==> src/rtl/slow_clk_sel_pkg.sv <==
package slow_clk_sel_pkg;
  localparam int unsigned DATA_W = 32;
  localparam int unsigned KEY_W  = 16;
  localparam int unsigned IDX_W  = 2;
  localparam logic [KEY_W-1:0] UNLOCK_KEY = 16'h16AA;

  typedef enum logic [IDX_W-1:0] {
    IDX_CTRL  = 2'd0,
    IDX_PRESC = 2'd1,
    IDX_GATE  = 2'd2,
    IDX_NONE  = 2'd3
  } reg_idx_e;
endpackage

==> src/rtl/slow_src_regs.sv <==
module slow_src_regs
  import slow_clk_sel_pkg::*;
#(
  parameter int unsigned PRE_W = 5
) (
  input  logic              clk,
  input  logic              rst_n,
  input  logic              wr_en,
  input  logic [IDX_W-1:0]  wr_addr,
  input  logic [DATA_W-1:0] wr_data,
  input  logic [IDX_W-1:0]  rd_addr,
  output logic [DATA_W-1:0] rd_data,
  output logic              sel_ext,
  output logic [PRE_W-1:0]  pre_val,
  output logic              gate_en,
  output logic              restart
);
  logic             sel_q, sel_d;
  logic [PRE_W-1:0] pre_q, pre_d;
  logic             gate_q, gate_d;
  logic             key_ok;

  assign key_ok = (wr_data[DATA_W-1 -: KEY_W] == UNLOCK_KEY);

  // next-state decode of the write port
  always_comb begin
    sel_d  = sel_q;
    pre_d  = pre_q;
    gate_d = gate_q;
    if (wr_en) begin
      case (reg_idx_e'(wr_addr))
        IDX_CTRL:  if (key_ok) sel_d = wr_data[0];
        IDX_PRESC: pre_d  = wr_data[PRE_W-1:0];
        IDX_GATE:  gate_d = wr_data[0];
        default:   ;
      endcase
    end
  end

  assign restart = (sel_d != sel_q) || (pre_d != pre_q);

  always_ff @(posedge clk or negedge rst_n) begin
    if (!rst_n) begin
      sel_q  <= 1'b0;
      pre_q  <= '0;
      gate_q <= 1'b0;
    end else if (wr_en) begin
      sel_q  <= sel_d;
      pre_q  <= pre_d;
      gate_q <= gate_d;
    end
  end

  always_comb begin
    rd_data = '0;
    case (reg_idx_e'(rd_addr))
      IDX_CTRL:  rd_data[0] = sel_q;
      IDX_PRESC: rd_data[PRE_W-1:0] = pre_q;
      IDX_GATE:  rd_data[0] = gate_q;
      default:   rd_data = '0;
    endcase
  end

  assign sel_ext = sel_q;
  assign pre_val = pre_q;
  assign gate_en = gate_q;
endmodule

==> src/rtl/slow_src_div.sv <==
module slow_src_div #(
  parameter int unsigned PRE_W = 5
) (
  input  logic             clk,
  input  logic             rst_n,
  input  logic             int_tick,
  input  logic             ext_tick,
  input  logic             sel_ext,
  input  logic [PRE_W-1:0] pre_val,
  input  logic             restart,
  output logic             evt,
  output logic             tick,
  output logic [PRE_W-1:0] cnt
);
  logic [PRE_W-1:0] cnt_q, cnt_d;
  logic             hit;
  logic             tick_q;
  logic             cnt_en;

  assign hit    = int_tick && (cnt_q == pre_val);
  assign evt    = sel_ext ? ext_tick : hit;
  assign cnt_en = restart || (!sel_ext && int_tick);

  always_comb begin
    cnt_d = cnt_q;
    if (restart)   cnt_d = '0;
    else if (hit)  cnt_d = '0;
    else           cnt_d = cnt_q + 1'b1;
  end

  always_ff @(posedge clk or negedge rst_n) begin
    if (!rst_n)      cnt_q <= '0;
    else if (cnt_en) cnt_q <= cnt_d;
  end

  always_ff @(posedge clk or negedge rst_n) begin
    if (!rst_n) tick_q <= 1'b0;
    else        tick_q <= evt;
  end

  assign tick = tick_q;
  assign cnt  = cnt_q;
endmodule

==> src/rtl/slow_src_gate.sv <==
module slow_src_gate (
  input  logic clk,
  input  logic rst_n,
  input  logic evt,
  input  logic gate_en,
  output logic pin_tick
);
  logic pin_q;

  always_ff @(posedge clk or negedge rst_n) begin
    if (!rst_n) pin_q <= 1'b0;
    else        pin_q <= evt & gate_en;
  end

  assign pin_tick = pin_q;
endmodule

==> src/rtl/slow_clk_sel.sv <==
module slow_clk_sel
  import slow_clk_sel_pkg::*;
#(
  parameter int unsigned PRE_W = 5
) (
  input  logic              clk,
  input  logic              rst_n,
  input  logic              int_tick_i,
  input  logic              ext_tick_i,
  input  logic              wr_en_i,
  input  logic [IDX_W-1:0]  wr_addr_i,
  input  logic [DATA_W-1:0] wr_data_i,
  input  logic [IDX_W-1:0]  rd_addr_i,
  output logic [DATA_W-1:0] rd_data_o,
  output logic              tick_o,
  output logic              pin_tick_o
);
  logic             rst_meta, rst_sync;
  logic             sel_ext, gate_en, restart, evt;
  logic [PRE_W-1:0] pre_val, div_cnt;

  // asynchronous assert, synchronous release
  always_ff @(posedge clk or negedge rst_n) begin
    if (!rst_n) begin
      rst_meta <= 1'b0;
      rst_sync <= 1'b0;
    end else begin
      rst_meta <= 1'b1;
      rst_sync <= rst_meta;
    end
  end

  slow_src_regs #(.PRE_W(PRE_W)) u_regs (
    .clk     (clk),
    .rst_n   (rst_sync),
    .wr_en   (wr_en_i),
    .wr_addr (wr_addr_i),
    .wr_data (wr_data_i),
    .rd_addr (rd_addr_i),
    .rd_data (rd_data_o),
    .sel_ext (sel_ext),
    .pre_val (pre_val),
    .gate_en (gate_en),
    .restart (restart)
  );

  slow_src_div #(.PRE_W(PRE_W)) u_div (
    .clk      (clk),
    .rst_n    (rst_sync),
    .int_tick (int_tick_i),
    .ext_tick (ext_tick_i),
    .sel_ext  (sel_ext),
    .pre_val  (pre_val),
    .restart  (restart),
    .evt      (evt),
    .tick     (tick_o),
    .cnt      (div_cnt)
  );

  slow_src_gate u_gate (
    .clk      (clk),
    .rst_n    (rst_sync),
    .evt      (evt),
    .gate_en  (gate_en),
    .pin_tick (pin_tick_o)
  );
endmodule

==> config.mk <==
export PLATFORM = sky130hd
export DESIGN_NAME = slow_clk_sel
export DESIGN_NICKNAME = d
export VERILOG_FILES = /design/src/rtl/slow_clk_sel_pkg.sv /design/src/rtl/slow_src_regs.sv /design/src/rtl/slow_src_div.sv /design/src/rtl/slow_src_gate.sv /design/src/rtl/slow_clk_sel.sv
export SDC_FILE = /design/constraint.sdc
export NUM_CORES = 1
export LEC_CHECK = 0
export BUFFER_PORTS_ARGS = -buffer_cell sky130_fd_sc_hd__buf_2
export CAP_MARGIN = 10
export CORE_MARGIN = 4
export CORE_UTILIZATION = 37
export CTS_CLUSTER_DIAMETER = 100
export CTS_CLUSTER_SIZE = 28
export DETAILED_ROUTE_END_ITERATION = 8
export PLACE_DENSITY = 0.85
export SLEW_MARGIN = 20
export SYNTH_ARGS = -nofsm -noshare
export SYNTH_HDL_FRONTEND = slang
export SYNTH_SLANG_ARGS = --single-unit
export TNS_END_PERCENT = 50
==> constraint.sdc <==
create_clock -name clk -period 0.8 [get_ports clk]
set_input_delay 0.08 -clock clk [delete_from_list [all_inputs] [get_ports clk]]
set_output_delay 0.08 -clock clk [all_outputs]
set_load 0.03 [all_outputs]
==> results.toml <==
[status]
status = "finished with violations"
violations = "negative setup slack"

[job]
max_cap_viol_count = 0

[synthesis]
ys_warn_count = 0
synth_area_per_cell_um2 = 9.65
synth_area_mm2 = 0.00112
syn_inst = 116
yosysUniqueCellTypes = 30
synth-seq-cells = 16
seq_area_frac_synth_pct = 35.8

[setup_path]
reg2reg_to = "u_div.cnt[4]"
crit_start = "u_div.cnt[2]"
criticalPathCategory = "reg -> reg"
cp.required_ns = 0.99
critPathCapture = "u_div.cnt[4]"
timing.critical_path.arrival_ns = 1.68
reg2reg_slack_ns = -0.69
r2r_start = "u_div.cnt[2]"
cp-end-kind = "register"
crit_path_start_kind = "register"
rr_worst_depth = 5
crit_fanout = 3

[drt]
wl_per_cell_um = 11.8
drt-initial-drc-count = 11
viasPerCell = 4.42
drt.antenna.violating_nets = 0
drt-pass1-iter-count = 4
drc = 0
routed_wl_mm = 2.50
vias = 932

[grt]
grt_pass1_vias = 975
antenna_found_initial = 0
track_usage_pct = 12.6
grt_overflow = 0
grt_max_degree = 15
grt_pass1_wl_mm = 3.97

[floorplanning]
start_util_pct = 39.6
io_pins = 75
row_count = 19
die_w_um = 63.0
die_y_um = 63.0
coreArea_mm2 = 0.00283
dieArea_mm2 = 0.00397

[sta]
period_share_pct = 187
setup_ws_ns = -0.693
setup_violations = 19
hold_viol = 0
drv_slew = 0
rsz0062_at_grt = "true"
skew_ns = 0.00328
layout_min_cycle_time_ns = 1.49
clock.fmax_mhz = 670
whs_ns = 0.0356
tns_ns = -7.08

[power]
powerDensity_mw_per_mm2 = 1890
ir_drop_v = 0.000793
totalPowerFinal_mw = 2.97
leakagePower_nw = 0.818

[cts]
cts_sinks = 16
clockBufferDepth = 2
cts_made_buffers = 3
cts.reportedPaths.clkPinSlew_ns = 0.10
cts_root_buf = "clkbuf_4"
insertion_delay_ns = 0.30
h-tree-depth = 1
cts_tree = "built"

[final_layout]
antenna_cells = 0
final_area_mm2 = 0.00157
drive_gt1_share_pct = 46.7
fin_nets = 223
final_common_cell = "buf_2"
layout_common_cells = "buf_2, conb_1, buf_4"
syn2layout_area_growth_pct = 40.3

[min_path]
holdPathStages = 2
hold_path.class = "in -> reg"

[placement]
placed_cell_area_mm2 = 0.00138
globalplace.congestion = 0.822
post-dp-hpwl_mm = 1.99
numPortBuffers = 36
cell families after synthesis:
logic type,count (synthesis),share of synthesized area [%]
multiplexers,7,6.93
flip-flops,16,35.8
other,2,0.671
AND/OR/NAND/NOR,41,21.9
XOR/XNOR,14,10.9
adder cells (fa/ha/maj),1,1.12
AO/OA/AOI/OAI,7,4.13
buffers and inverters,28,18.5
critical path, stage by stage (launching register included):
cell	delay, ns
dfrtp_1	0.40
xor2_1	0.17
nor4_2	0.33
nand3_2	0.17
a21oi_2	0.22
nor3_1	0.09
timing repair:
item	in CTS	in global routing
pin swaps	10	1
buffers inserted	3	2
setup endpoints to repair	19	21
hold buffers	2	0
gates resized for setup	23	10
endpoints found under the hold margin	3	0
area by class of cell:
class	count	area (um2)
fillers	260	1260
well taps	31	38.8
multi-input cells	98	653
flip-flops and latches	16	400
repair buffers	62	443
clock buffers	4	36.3
cells in the mapped netlist, drive strengths merged:
library cell,instances,share of area [%]
buf,28,19
o21ai,3,1.7
xor2,7,5.5
and2,5,2.9
a21oi,3,1.7
nand2,12,4.0
nor4,1,1.1
xnor2,7,5.5
nor4bb,2,1.8
nand4,2,1.1
dfrtp,16,36
conb,2,0.67
nand2b,1,0.56
mux2,6,6.0
nor2b,2,1.1
ha,1,1.1
mux2i,1,0.89
nand3,3,1.8
nand3b,2,1.3
nor3b,1,0.67
and3,1,0.56
nand4bb,2,2.0
nor2,2,0.67
a31o,1,0.78
nor3,5,2.2
per-layer routing:
| metal | vias to the layer above | routed length [um] | global-route usage [%] |
|---|---|---|---|
| met4 | 0 | 47 | 5.23 |
| met2 | 48 | 1240 | 21.7 |
| met1 | 418 | 977 | 14.6 |
| met3 | 5 | 229 | 3.42 |
| li1 | 461 | - | - |
| met5 | - | 0 | 0 |
power breakdown:
part / leakage [nW] / internal, mW / switching, mW
sequential: 0.202 / 0.958 / 0.133
combinational: 0.595 / 0.664 / 0.657
clock: 0.0210 / 0.278 / 0.277
total: 0.818 / 1.90 / 1.07
worst min-delay path by stage:
stage	start	end	slack (ns)
6_report	wr_data_i[3]	u_regs.pre_val[3]	0.04
5_1_grt	wr_data_i[1]	u_regs.pre_val[1]	0.03
4_1_cts	wr_data_i[2]	u_regs.pre_val[2]	0.03
3_5_place_dp	rst_n	rst_meta	-0.13
3_3_place_gp	rst_n	rst_sync	-0.13
2_1_floorplan	rst_n	rst_meta	-0.22
sequential cells by signal, indices dropped and copies added (netlist names):
signal	flops
rst_sync	1
u_regs.gate_en	1
rst_meta	1
u_div.tick	1
u_regs.pre_val	5
u_gate.pin_tick	1
u_regs.sel_ext	1
u_div.cnt	5
metrics by stage:
step / cells / setup slack (ns) / utilization, %
3_3_place_gp: 201 / -0.622 / 48.9
2_1_floorplan: 142 / -0.551 / -
4_1_cts: 210 / -0.683 / 54.2
5_1_grt: 211 / -0.774 / 55.6
3_5_place_dp: 201 / -0.670 / 48.9
6_report: 211 / -0.693 / 55.6
No activity file was read; power rests on OpenSTA's default activity.
